## config.mk

```make
export PLATFORM = sky130hd
export DESIGN_NAME = bitband_xlate
export DESIGN_NICKNAME = d
export VERILOG_FILES = /design/src/rtl/bb_pkg.sv /design/src/rtl/bb_decode.sv /design/src/rtl/bb_bitmod.sv /design/src/rtl/bb_seq.sv /design/src/rtl/bitband_xlate.sv
export SDC_FILE = /design/constraint.sdc
export NUM_CORES = 1
export LEC_CHECK = 0
export BUFFER_PORTS_ARGS = -buffer_cell sky130_fd_sc_hd__buf_2
export CAP_MARGIN = 10
export CORE_MARGIN = 2
export CORE_UTILIZATION = 50
export DETAILED_ROUTE_END_ITERATION = 7
export GPL_TIMING_DRIVEN = 0
export PLACE_DENSITY = 0.76
export SYNTH_ARGS = -nofsm -noshare
export SYNTH_HDL_FRONTEND = slang
export SYNTH_SLANG_ARGS = --single-unit
```

## constraint.sdc

```tcl
create_clock -name clk_i -period 6.5 [get_ports clk_i]
set_input_delay 1.625 -clock clk_i [delete_from_list [all_inputs] [get_ports clk_i]]
set_output_delay 1.625 -clock clk_i [all_outputs]
set_load 0.05 [all_outputs]
```

## src/rtl/bb_pkg.sv

```systemverilog
package bb_pkg;
  localparam int unsigned BYTE_BIT_W = 3;  // bit number inside a byte
  localparam int unsigned ALIAS_LSB  = 2;  // alias words are 4 bytes apart

  typedef enum logic [2:0] {
    ST_IDLE,
    ST_PASS,
    ST_RD,
    ST_WR,
    ST_RESP
  } bb_state_e;
endpackage

```

## src/rtl/bb_decode.sv

```systemverilog
module bb_decode
  import bb_pkg::*;
#(
  parameter int unsigned AW          = 32,
  parameter int unsigned DW          = 32,
  parameter int unsigned NUM_REGIONS = 2,
  parameter int unsigned SPAN_W      = 25,
  parameter logic [NUM_REGIONS*AW-1:0] ALIAS_BASE  = {32'h4200_0000, 32'h2200_0000},
  parameter logic [NUM_REGIONS*AW-1:0] REGION_BASE = {32'h4000_0000, 32'h2000_0000},
  localparam int unsigned LANE_W = $clog2(DW/8),
  localparam int unsigned BSEL_W = LANE_W + BYTE_BIT_W,
  localparam int unsigned OFF_LSB = ALIAS_LSB + BYTE_BIT_W
) (
  input  logic [AW-1:ALIAS_LSB] addr_i,
  output logic                  hit_o,
  output logic [AW-1:0]         word_addr_o,
  output logic [BSEL_W-1:0]     bit_pos_o
);
  logic [NUM_REGIONS-1:0] hit_v;
  logic [AW-1:0]          byte_a [NUM_REGIONS];
  logic [AW-1:0]          sel_byte;

  for (genvar r = 0; r < NUM_REGIONS; r++) begin : g_region
    assign hit_v[r]  = addr_i[AW-1:SPAN_W] == ALIAS_BASE[r*AW+SPAN_W +: AW-SPAN_W];
    assign byte_a[r] = REGION_BASE[r*AW +: AW] | AW'(addr_i[SPAN_W-1:OFF_LSB]);
  end

  // lowest region index wins on overlap
  always_comb begin
    hit_o    = 1'b0;
    sel_byte = '0;
    for (int r = NUM_REGIONS - 1; r >= 0; r--) begin
      if (hit_v[r]) begin
        hit_o    = 1'b1;
        sel_byte = byte_a[r];
      end
    end
  end

  assign word_addr_o = {sel_byte[AW-1:LANE_W], {LANE_W{1'b0}}};
  assign bit_pos_o   = {sel_byte[LANE_W-1:0], addr_i[OFF_LSB-1:ALIAS_LSB]};
endmodule

```

## src/rtl/bb_bitmod.sv

```systemverilog
module bb_bitmod
  import bb_pkg::*;
#(
  parameter int unsigned DW = 32,
  localparam int unsigned LANE_W = $clog2(DW/8),
  localparam int unsigned BSEL_W = LANE_W + BYTE_BIT_W
) (
  input  logic [DW-1:0]     word_i,
  input  logic [BSEL_W-1:0] bit_pos_i,
  input  logic              set_i,
  output logic [DW-1:0]     word_o,
  output logic [DW/8-1:0]   lane_be_o,
  output logic              bit_o
);
  always_comb begin
    word_o            = word_i;
    word_o[bit_pos_i] = set_i;
  end

  assign lane_be_o = (DW/8)'(1) << bit_pos_i[BSEL_W-1:BYTE_BIT_W];
  assign bit_o     = word_i[bit_pos_i];
endmodule

```

## src/rtl/bb_seq.sv

```systemverilog
module bb_seq
  import bb_pkg::*;
(
  input  logic      clk_i,
  input  logic      rst_ni,
  input  logic      accept_i,
  input  logic      alias_i,
  input  logic      op_we_i,
  input  logic      mem_done_i,
  output bb_state_e state_o
);
  bb_state_e state_d;

  always_comb begin
    state_d = state_o;
    unique case (state_o)
      ST_IDLE: if (accept_i)   state_d = alias_i ? ST_RD : ST_PASS;
      ST_PASS: if (mem_done_i) state_d = ST_RESP;
      ST_RD:   if (mem_done_i) state_d = op_we_i ? ST_WR : ST_RESP;
      ST_WR:   if (mem_done_i) state_d = ST_RESP;
      ST_RESP: state_d = ST_IDLE;
      default: state_d = ST_IDLE;
    endcase
  end

  always_ff @(posedge clk_i or negedge rst_ni) begin
    if (!rst_ni) state_o <= ST_IDLE;
    else         state_o <= state_d;
  end
endmodule

```

## src/rtl/bitband_xlate.sv

```systemverilog
module bitband_xlate
  import bb_pkg::*;
#(
  parameter int unsigned AW          = 32,
  parameter int unsigned DW          = 32,
  parameter int unsigned NUM_REGIONS = 2,
  parameter int unsigned SPAN_W      = 25,
  parameter logic [NUM_REGIONS*AW-1:0] ALIAS_BASE  = {32'h4200_0000, 32'h2200_0000},
  parameter logic [NUM_REGIONS*AW-1:0] REGION_BASE = {32'h4000_0000, 32'h2000_0000},
  localparam int unsigned BEW    = DW / 8,
  localparam int unsigned BSEL_W = $clog2(BEW) + BYTE_BIT_W
) (
  input  logic           clk_i,
  input  logic           rst_ni,
  input  logic           req_i,
  input  logic           we_i,
  input  logic [AW-1:0]  addr_i,
  input  logic [DW-1:0]  wdata_i,
  input  logic [BEW-1:0] be_i,
  output logic           ready_o,
  output logic [DW-1:0]  rdata_o,
  output logic           busy_o,
  output logic           mem_req_o,
  output logic           mem_we_o,
  output logic [AW-1:0]  mem_addr_o,
  output logic [DW-1:0]  mem_wdata_o,
  output logic [BEW-1:0] mem_be_o,
  output logic           mem_lock_o,
  input  logic           mem_ready_i,
  input  logic [DW-1:0]  mem_rdata_i
);
  bb_state_e state;
  logic accept, mem_done;

  logic              dec_hit;
  logic [AW-1:0]     dec_word;
  logic [BSEL_W-1:0] dec_bit;

  logic              q_we, q_alias;
  logic [AW-1:0]     q_addr, q_tgt;
  logic [DW-1:0]     q_wdata, q_old, q_rdata;
  logic [BEW-1:0]    q_be;
  logic [BSEL_W-1:0] q_bit;

  logic [DW-1:0]  mod_in, mod_word;
  logic [BEW-1:0] mod_be;
  logic           mod_bit;

  assign accept   = (state == ST_IDLE) && req_i;
  assign mem_done = mem_req_o && mem_ready_i;

  bb_decode #(
    .AW(AW), .DW(DW), .NUM_REGIONS(NUM_REGIONS), .SPAN_W(SPAN_W),
    .ALIAS_BASE(ALIAS_BASE), .REGION_BASE(REGION_BASE)
  ) u_decode (
    .addr_i      (addr_i[AW-1:ALIAS_LSB]),
    .hit_o       (dec_hit),
    .word_addr_o (dec_word),
    .bit_pos_o   (dec_bit)
  );

  bb_seq u_seq (
    .clk_i      (clk_i),
    .rst_ni     (rst_ni),
    .accept_i   (accept),
    .alias_i    (dec_hit),
    .op_we_i    (q_we),
    .mem_done_i (mem_done),
    .state_o    (state)
  );

  // read phase inspects live data, write phase merges into the held word
  assign mod_in = (state == ST_RD) ? mem_rdata_i : q_old;

  bb_bitmod #(.DW(DW)) u_bitmod (
    .word_i    (mod_in),
    .bit_pos_i (q_bit),
    .set_i     (q_wdata[0]),
    .word_o    (mod_word),
    .lane_be_o (mod_be),
    .bit_o     (mod_bit)
  );

  always_ff @(posedge clk_i or negedge rst_ni) begin
    if (!rst_ni) begin
      q_we    <= 1'b0;
      q_alias <= 1'b0;
      q_addr  <= '0;
      q_tgt   <= '0;
      q_wdata <= '0;
      q_be    <= '0;
      q_bit   <= '0;
      q_old   <= '0;
      q_rdata <= '0;
    end else begin
      if (accept) begin
        q_we    <= we_i;
        q_alias <= dec_hit;
        q_addr  <= addr_i;
        q_tgt   <= dec_word;
        q_wdata <= wdata_i;
        q_be    <= be_i;
        q_bit   <= dec_bit;
      end
      if (mem_done && state == ST_PASS) q_rdata <= mem_rdata_i;
      if (mem_done && state == ST_RD) begin
        q_old   <= mem_rdata_i;
        q_rdata <= {{(DW-1){1'b0}}, mod_bit};
      end
    end
  end

  always_comb begin
    mem_req_o   = 1'b0;
    mem_we_o    = 1'b0;
    mem_lock_o  = 1'b0;
    mem_addr_o  = q_tgt;
    mem_wdata_o = '0;
    mem_be_o    = '1;
    unique case (state)
      ST_PASS: begin
        mem_req_o   = 1'b1;
        mem_we_o    = q_we;
        mem_addr_o  = q_addr;
        mem_wdata_o = q_wdata;
        mem_be_o    = q_be;
      end
      ST_RD: begin
        mem_req_o  = 1'b1;
        mem_lock_o = q_alias;
      end
      ST_WR: begin
        mem_req_o   = 1'b1;
        mem_we_o    = 1'b1;
        mem_lock_o  = 1'b1;
        mem_wdata_o = mod_word;
        mem_be_o    = mod_be;
      end
      default: ;
    endcase
  end

  assign ready_o = (state == ST_RESP);
  assign busy_o  = (state != ST_IDLE);
  assign rdata_o = q_rdata;
endmodule

```

==> metrics, run 1 <==
outcome complete, no violations; worst slew margin relative to its limit 0.481; placed instance count 1298; remaining number of nets flagged by the antenna check after routing 0; Worst EP required 4.88 ns; Leak 0.00508 µW; htree depth 4; number of antenna violations at the first check in global routing 3; number of synthesized register bits 159; placed wire-length estimate after detailed placement 18.0 mm; Final Cell Area 0.0100 mm²; hold path depth 2; Max-Cap Viols 0; sequential-to-total area share from yosys stat 0.496; highest fanout seen on the critical path 10; number of synthesis warnings 0; global-route wire length before repair 37.1 mm; Least-Margin Pin Slew 0.775 ns; post-route insts no fill 1332; final critical-path setup slack 1.79 ns; Core Footprint 0.0158 mm²; global-route usage over all layers 0.288; mapped cell area 0.00803 mm²; net switching power of the design 2360 µW; clock buffers created by TritonCTS 17; CTS Buffer Depth 2; synth-to-layout area growth 24.6%; predominant post-synthesis flop cell dfrtp_1; remaining design rule violation count 0; net count of the finished layout 1206; total number of vias 7279; num ports 210; count of flip-flops with a built-in enable after synthesis 0; maximum clock skew at final layout 0.00528 ns; PD cells 492 mW/mm²; height of the die 131 µm; # hold bufs at CTS 0; insertion delay of the later-clocked pin in the worst-skew pair 0.43 ns; Sum Neg Setup Slack 0 ns; sequential share of power 0.308; # rows 46; final clock period utilization by the worst path 0.724; Crit Path Class register to output port; number of cell instances on the worst register-to-register path 8; final-report max-slew violation count 0; net count of the mapped netlist 977; fraction of registers with async set/reset 1.00; number of gates resized after cts 0; mean area per synthesized cell 9.20 µm²; maximum ir drop on the vdd rail 0.000339 V; clock-pin slew reported for the worst setup and hold paths after clock tree synthesis 0.06 ns; setup repair after global routing missed its margin no; data arrival at the endpoint of the critical path 3.08 ns; grt total ovfl 0; number of different library cells in the post-synthesis netlist 45; horizontal die dimension 131 µm; worst slack at placement 2.17 ns; wire length reported by the detailed router 24.2 mm; Placer Congestion 0.907; internal power 2560 µW; area of the die 0.0171 mm²; number of global-route vias before repair 7139; root buffer cell clkbuf_16; Worst setup SP type register; final hold vios 0; end-of-flow core utilization 0.634; clock network fraction of total power 0.211; maximum number of pins on one net before global-route repair 97; class of the tightest hold or removal check register to register; average vias per placed instance 5.46; instance count of the mapped netlist 872; total of endpoints with negative setup slack in the final report 0; layout cells sized above 1 0.294; number of port buffers 209; initial core utilization 0.509; minimum clock period after layout 4.71 ns; Routed WL per cell 18.2 µm; clock tree from TritonCTS built; TritonCTS Sinks 159; number of DRC markers after the initial detailed-route iteration 465; switching share of power 0.479; Critical Path End Type output port; Placed Area 0.00938 mm²; maximum clock frequency 0.212 GHz; post-CTS setup buffer count 0; proportion of power drawn by combinational gates 0.480; first-pass iteration count of the detailed router 6
[registers in the layout, summed over array words and instances (netlist names)]
signal	cells
u_seq.state_o	3
q_be	4
q_alias	1
q_tgt	20
q_old	32
rdata_o	32
q_addr	32
q_bit	2
q_wdata	32
q_we	1
[metal layers]
layer  track usage  up-vias  part of all wire
met2         0.459      355              0.47
met1         0.385     3446              0.41
met4         0.127        4             0.034
met3        0.0607       65             0.082
met5             0        -            0.0010
li1              -     3409                 -
[cells by family after synthesis]
logic type                synth area share
and+or+nand+nor                      0.200
AOI/OAI and AO/OA                    0.121
DFF                                  0.496
muxes                                0.146
buffers and inverters               0.0360
xor gates and xnor gates           0.00109
[stage by stage]
step           power (µW)  hold WS [ns]
2_1_floorplan        3240         0.437
3_3_place_gp         3850         0.449
3_5_place_dp         3890         0.454
4_1_cts              4930         0.470
5_1_grt              5190         0.480
6_report             4930         0.466
[area by class of cell]
| cell class | count | area (µm²) |
|---|---|---|
| inverters | 4 | 15.0 |
| flip-flops and latches | 159 | 3980 |
| multi-input cells | 648 | 3760 |
| fillers | 1405 | 5770 |
| plain buffers | 61 | 274 |
| repair buffers | 210 | 1080 |
| diodes | 2 | 5.00 |
| clock inverters | 12 | 160 |
| clock buffers | 20 | 457 |
| well taps | 216 | 270 |
[synth_stat cells, types with 4 or more instances]
cell | instances | area share
mux4_2 | 6 | 0.017
and2_1 | 15 | 0.012
a21oi_1 | 46 | 0.029
mux2_2 | 54 | 0.076
buf_2 | 12 | 0.0075
nor3_1 | 5 | 0.0031
a31oi_1 | 5 | 0.0039
nand2_1 | 291 | 0.14
nand2b_1 | 9 | 0.0070
dfrtp_1 | 159 | 0.50
inv_1 | 4 | 0.0019
a22o_1 | 30 | 0.033
o21ai_0 | 61 | 0.038
clkbuf_1 | 41 | 0.019
mux2i_1 | 40 | 0.050
or2_2 | 6 | 0.0047
nor2_1 | 44 | 0.021
[critical path: stages, from the launching register on]
cell     delay [ns]
dfrtp_1        0.41
nor3b_4        0.36
buf_6          0.24
buf_8          0.17
buf_4          0.26
buf_4          0.27
mux2i_1        0.29
o21ai_0        0.16
a22o_1         0.26
buf_2          0.23
[power groups by stage]
stage,Clock [µW],Combinational [µW],Sequential (µW)
after global placement,0,2330,1520
final,1040,2370,1520
after detailed placement,0,2360,1520
after floorplan,0,1440,1800
after global routing,1090,2540,1550
after CTS,1050,2370,1510
[cells in the final DEF, fill, tap and decap left out, types with 9 or more instances in the layout]
cell type    n
mux2i_1     40
a21oi_1     46
dfrtp_1    159
nand2b_1     9
a22o_1      30
clkbuf_1    42
o21ai_0     61
buf_2      220
and2_1      15
clkbuf_16   17
nor2_1      44
nand2_1    291
mux2_2      54
[worst paths after layout]
path,startpoint,endpoint,slack (ns)
max in group asynchronous,rst_ni,q_addr[0],4.54
worst min-delay path,q_addr[28],q_addr[28],0.47
worst min register to register,q_addr[28],q_addr[28],0.47
worst max register to register,u_seq.state_o[1],rdata_o[0],3.93
worst max-delay path,u_seq.state_o[1],mem_wdata_o[9],1.79
min in group asynchronous,rst_ni,rdata_o[1],1.13
Note: power is estimated with default switching activity, not from simulation.
==> inputs of run 2 (changes only) <==
CORE_UTILIZATION = 48   (was 50)
PLACE_DENSITY = 0.77   (was 0.76)
clock period = 3.8 ns   (was 6.5 ns; I/O delays follow)
==> run 2 against run 1 <==
Effect of this change:
- cell count increased by 0.45%
- sequential share of layout area decreased by 0.19 points
- critical path type unchanged
- critical endpoint is now mem_wdata_o[11]
- worst setup slack got worse by 1.7 ns
- die area increased by 4.0%
- clock skew increased by 0.0023 ns
- combinational power increased by 72%
- flip-flop and latch count unchanged
- wire length increased by 1.4%
- worst hold slack got worse by 0.026 ns
==> metrics, run 2 (synthesis results as in run 1) <==
number of DRC markers after the initial detailed-route iteration 596 (+28%); Leak 0.00509 µW (+0.31%); horizontal die dimension 133 µm (+2.0%); average vias per placed instance 5.48 (+0.24%); htree depth 4 (unchanged); TritonCTS Sinks 159 (unchanged); # rows 47 (+2.2%); data arrival at the endpoint of the critical path 2.76 ns (-0.32 ns); highest fanout seen on the critical path 10 (unchanged); final clock period utilization by the worst path 0.976; class of the tightest hold or removal check input port to asynchronous set/reset pin; Routed WL per cell 18.3 µm (+0.93%); Crit Path Class register to output port; insertion delay of the later-clocked pin in the worst-skew pair 0.44 ns (about the same); most frequent cells in the layout nand2_1 (291), buf_2 (219), dfrtp_1 (158); clock-pin slew reported for the worst setup and hold paths after clock tree synthesis 0.06 ns (about the same); final-report max-slew violation count 0 (unchanged); setup repair after global routing missed its margin yes; global-route usage over all layers 0.280 (-0.00802); area of the die 0.0178 mm² (+4.0%); placed wire-length estimate after detailed placement 18.3 mm (+1.4%); final hold vios 0 (unchanged); clock buffers created by TritonCTS 17 (unchanged); global-route wire length before repair 38.8 mm (+4.4%); initial core utilization 0.487 (-0.0215); Max-Cap Viols 0 (unchanged); maximum clock frequency 0.270 GHz; minimum clock period after layout 3.71 ns; number of global-route vias before repair 7332 (+2.7%); layout cells sized above 1 0.300 (+0.00637); # hold bufs at CTS 0 (unchanged); Worst setup SP type register; Sum Neg Setup Slack 0 ns (unchanged); remaining number of nets flagged by the antenna check after routing 0 (unchanged); maximum clock skew at final layout 0.00757 ns (+0.00229 ns); first-pass iteration count of the detailed router 7 (+1); net count of the finished layout 1209 (+0.25%); synth-to-layout area growth 25.2%; Placer Congestion 0.978 (+7.9%); wire length reported by the detailed router 24.5 mm (+1.4%); worst slew margin relative to its limit 0.472 (-0.00970); maximum number of pins on one net before global-route repair 102 (+5.2%); maximum ir drop on the vdd rail 0.000464 V (+37%); clock tree from TritonCTS built; outcome complete, no violations; Critical Path End Type output port; grt total ovfl 0 (unchanged); remaining design rule violation count 0 (unchanged); Core Footprint 0.0165 mm² (+4.4%); height of the die 133 µm (+2.0%); CTS Buffer Depth 2 (unchanged); Final Cell Area 0.0101 mm² (+0.50%); total number of vias 7329 (+0.69%); num ports 210 (unchanged); number of port buffers 209 (unchanged); total of endpoints with negative setup slack in the final report 0 (unchanged); most common library cell in the layout ignoring fill and taps nand2_1; number of antenna violations at the first check in global routing 0 (-3); root buffer cell clkbuf_16; Worst EP required 2.85 ns (-2.03 ns); PD cells 841 mW/mm² (+71%); Least-Margin Pin Slew 0.791 ns (+0.0157 ns); Placed Area 0.00939 mm² (about the same)
==> run 2: worst max-delay path: stages (launching register included) <==
cell and delay (ns):
dfrtp_1 0.37, buf_4 0.20, clkbuf_4 0.23, nand2_1 0.11, clkbuf_1 0.40, nor2_1 0.12
nor2_1 0.12, a21oi_1 0.06, o21ai_0 0.37, buf_2 0.35
==> run 2: final cells by class <==
type                       count  area [µm²]
buffer                        61         284
timing repair buffer         213        1110
inverter                       4        15.0
antenna                        1        2.50
fill                        1494        6410
clock buffer                  17         425
multi-input combinational    648        3780
tap                          220         275
clock inverter                15         185
sequential                   159        3980
==> run 2: worst paths after layout <==
kind | from | end | slack, ns | cells after the start
setup / recovery | q_addr[2] | mem_wdata_o[11] | 0.09 | 9
hold / removal | rst_ni | rdata_o[5] | 0.44 | 1
setup reg to reg | u_seq.state_o[0] | q_addr[2] | 1.18 | 6
hold reg to reg | q_addr[22] | q_addr[22] | 0.47 | 2
max in group asynchronous | rst_ni | u_seq.state_o[1] | 2.51 | 2
min in group clk_i | q_addr[22] | q_addr[22] | 0.47 | 2
==> run 2: per-stage QoR <==
stage | setup WS [ns] | hold WS (ns) | total power [µW] | std cells | utilization
floorplan | 0.334 | 0.437 | 5540 | 872 | -
global placement | -0.636 | 0.449 | 6580 | 1301 | 0.568
detailed placement | 0.327 | 0.457 | 6640 | 1302 | 0.570
CTS | 0.0136 | 0.455 | 8430 | 1335 | 0.608
global route | -0.0247 | 0.469 | 8870 | 1337 | 0.610
finish | 0.0921 | 0.439 | 8450 | 1338 | 0.610
==> run 2: what timing repair did <==
action,in CTS,in global routing
cloned,0,0
setup endpoints to repair,38,15
buffers inserted,1,2
resized for setup,3,6
==> run 2: layer usage <==
layer	GRT usage	wire length [µm]	vias up	part of all wire
met1	0.368	10300	3519	0.42
met3	0.0670	2030	60	0.083
li1	-	-	3421	-
met4	0.0993	692	0	0.028
met2	0.458	11500	329	0.47
met5	0	0	-	0
==> run 2: power by group <==
group	total (µW)	switching [µW]	internal, µW
Sequential	2600	341	2260
Clock	1780	742	1040
Combinational	4070	3010	1060
Total	8450	4090	4360
==> inputs of run 3 (changes only) <==
CORE_UTILIZATION = 50   (was 48)
PLACE_DENSITY = 0.78   (was 0.77)
SYNTH_HIERARCHICAL = 1   (was unset)
==> run 3 against run 2 <==
Effect of this change:
- clock skew rose by 0.0035 ns
- cell count fell by 9.1%
- register-to-register slack got worse by 0.30 ns
- area after synthesis rose by 16%
- wire length fell by 3.8%
- utilization rose by 1.7 points
- critical endpoint unchanged
- non-clock buffer count rose by 9
- global-route usage fell by 3.5 points
- die area rose by 11%
- design area rose by 13%
- maximum frequency fell by 0.13%
- critical path type unchanged
==> metrics, run 3 <==
maximum number of pins on one net before global-route repair 108 (+5.9%); most numerous cell types in the synthesized netlist mux2_2 (213), dfrtp_1 (174), nand2_1 (51); Crit Path Class register to output port; average vias per placed instance 5.56 (+1.5%); worst slack at placement 0.420 ns (+0.0931 ns); highest fanout seen on the critical path 12 (+2); number of synthesis warnings 6 (+6); num ports 210 (unchanged); wire length reported by the detailed router 23.6 mm (-3.8%); clock buffers created by TritonCTS 17 (unchanged); sequential-to-total area share from yosys stat 0.469 (-0.0271); Worst setup SP type register; # hold bufs at CTS 0 (unchanged); total of endpoints with negative setup slack in the final report 0 (unchanged); filler instances 1423 (-4.8%); placed wire-length estimate after detailed placement 17.9 mm (-2.1%); end-of-flow core utilization 0.628 (+0.0173); portion of synthesized cell area occupied by the leading cell type 0.469 (-0.0271); mean area per synthesized cell 12.7 µm² (+38%); mapped cell area 0.00929 mm² (+16%); cell with the most instances after synthesis mux2_2; CTS Buffer Depth 2 (unchanged); final-report max-slew violation count 0 (unchanged); setup repair after global routing missed its margin yes; r2r setup slk 0.88 ns (-0.30 ns); final critical-path setup slack 0.0871 ns (-0.00499 ns); Least-Margin Pin Slew 0.551 ns (-0.240 ns); synth-to-layout area growth 22.2%; most frequent cells in the layout buf_2 (227), mux2_2 (213), dfrtp_1 (174); maximum ir drop on the vdd rail 0.000576 V (+24%); number of cell instances on the worst register-to-register path 11 (+5); Worst Setup SP u_seq/state_o[2]; # rows 49 (+4.3%); Critical Path End Type output port; global-route usage over all layers 0.246 (-0.0347); minimum clock period after layout 3.71 ns (+0.00499 ns); grt total ovfl 0 (unchanged); area of the die 0.0197 mm² (+11%); fraction of registers with async set/reset 1.00 (unchanged); Core Footprint 0.0181 mm² (+9.8%); Leak 0.00548 µW (+7.7%); outcome complete, no violations; maximum clock skew at final layout 0.0111 ns (+0.00352 ns); count of flip-flops with a built-in enable after synthesis 0 (unchanged); class of the tightest hold or removal check input port to asynchronous set/reset pin; Overall Power 10600 µW (+25%); final hold vios 0 (unchanged); number of synthesized register bits 174 (+9.4%); Placer Congestion 0.918 (-6.1%); number of different library cells in the post-synthesis netlist 52 (+16%); worst slew margin relative to its limit 0.633 (+0.161); first-pass iteration count of the detailed router 4 (-3); Worst Hold Slack 0.457 ns (+0.0173 ns); htree depth 4 (unchanged); source of the worst register-to-register timing path u_seq/state_o[2]; Worst EP required 2.85 ns (about the same); global-route wire length before repair 37.6 mm (-2.9%); height of the die 140 µm (+5.3%); worst reg2reg path endpoint rdata_o[0]; data arrival at the endpoint of the critical path 2.76 ns (about the same); maximum clock frequency 0.269 GHz (-0.13%); remaining number of nets flagged by the antenna check after routing 0 (unchanged); instance count of the mapped netlist 732 (-16%); Max-Cap Viols 0 (unchanged); layout cells sized above 1 0.550 (+0.250); remaining design rule violation count 0 (unchanged); PD cells 931 mW/mm² (+11%); number of DRC markers after the initial detailed-route iteration 398 (-33%); clock tree from TritonCTS built; TritonCTS Sinks 174 (+9.4%); number of global-route vias before repair 6870 (-6.3%); dominant cell type by area after synthesis dfrtp_1; number of antenna violations at the first check in global routing 3 (+3); Sum Neg Setup Slack 0 ns (unchanged); horizontal die dimension 140 µm (+5.3%); final clock period utilization by the worst path 0.977 (+0.00131); Routed WL per cell 19.4 µm (+5.9%); predominant post-synthesis flop cell dfrtp_1; largest cells by area after synthesis dfrtp_1 (47%), mux2_2 (26%), a22o_1 (4.4%), mux2_1 (2.7%), nor4b_2 (2.6%); capture point of the worst path mem_wdata_o[11]; number of port buffers 209 (unchanged); clock-pin slew reported for the worst setup and hold paths after clock tree synthesis 0.07 ns (about the same); total number of vias 6760 (-7.8%); net count of the finished layout 1077 (-11%); most common library cell in the layout ignoring fill and taps buf_2; root buffer cell clkbuf_16; initial core utilization 0.514 (+0.0263); insertion delay of the later-clocked pin in the worst-skew pair 0.44 ns (about the same)
## run 3: cell types whose count changed after synthesis, moves of 10 or more
cell      change
a22o_1       +17
and2_1       -10
o21ai_0      -60
nor4b_2      +16
mux2_1       +22
buf_4        +21
mux2_2      +159
mux2i_1      -28
clkbuf_1     -24
dfrtp_1      +15
nand2_1     -240
a21oi_1      -28
nor2_1       -23
## run 3: metal layers
layer | track usage | vias up | routed length [µm]
li1 | - | 3135 | -
met3 | 0.0667 | 31 | 1560
met5 | 0 | - | 13
met2 | 0.387 | 193 | 11100
met1 | 0.337 | 3399 | 10600
met4 | 0.0696 | 2 | 361
## run 3: power by group
| group | switching (µW) | internal (µW) |
|---|---|---|
| Clock | 811 | 1080 |
| Sequential | 406 | 2570 |
| Combinational | 3770 | 1950 |
| Total | 4980 | 5590 |
## run 3: logic make-up after synthesis
family	synth area share
and+or+nand+nor	0.102
other	0.000404
AOI/OAI and AO/OA	0.0741
DFF	0.469
muxes	0.298
buffers and inverters	0.0552
xor gates and xnor gates	0.00189
## run 3: timing repair
item / in CTS / in global routing
resized for setup: 1 / 8
setup endpoints to repair: 13 / 25
buffers inserted: 0 / 0
## run 3: cell type report
class                           instances  area, µm²  area share
Multi-Input combinational cell        488       4470       0.394
Sequential cell                       174       4350       0.383
Timing Repair Buffer                  210       1080      0.0954
Buffer                                 73        492      0.0433
Clock buffer                           18        439      0.0387
Tap cell                              229        287      0.0252
Clock inverter                         14        196      0.0173
Inverter                                8       30.0     0.00264
Antenna cell                            2       5.00    0.000441
## run 3: how the worst min path moves through the flow
stage | cells after the start | from | endpoint
after floorplan | 1 | q_tgt[24] | q_tgt[24]
after global placement | 1 | q_old[30] | q_old[30]
after detailed placement | 1 | q_tgt[29] | q_tgt[29]
after CTS | 1 | rst_ni | q_tgt[20]
after global routing | 1 | rst_ni | q_tgt[20]
final | 1 | rst_ni | q_tgt[20]
## run 3: through the flow
stage | cell area [µm²] | instances
detailed placement | 10700 | 1182
global route | 11400 | 1215
floorplan | 9330 | 743
global placement | 10700 | 1181
CTS | 11300 | 1214
finish | 11400 | 1216
## run 3: critical path, stage by stage (launching register included)
cell and delay, ns:
dfrtp_1 0.49, nand2b_1 0.22, nor2_2 0.21, buf_2 0.29, mux2_2 0.40, mux2_2 0.30
a22o_1 0.21, buf_2 0.21
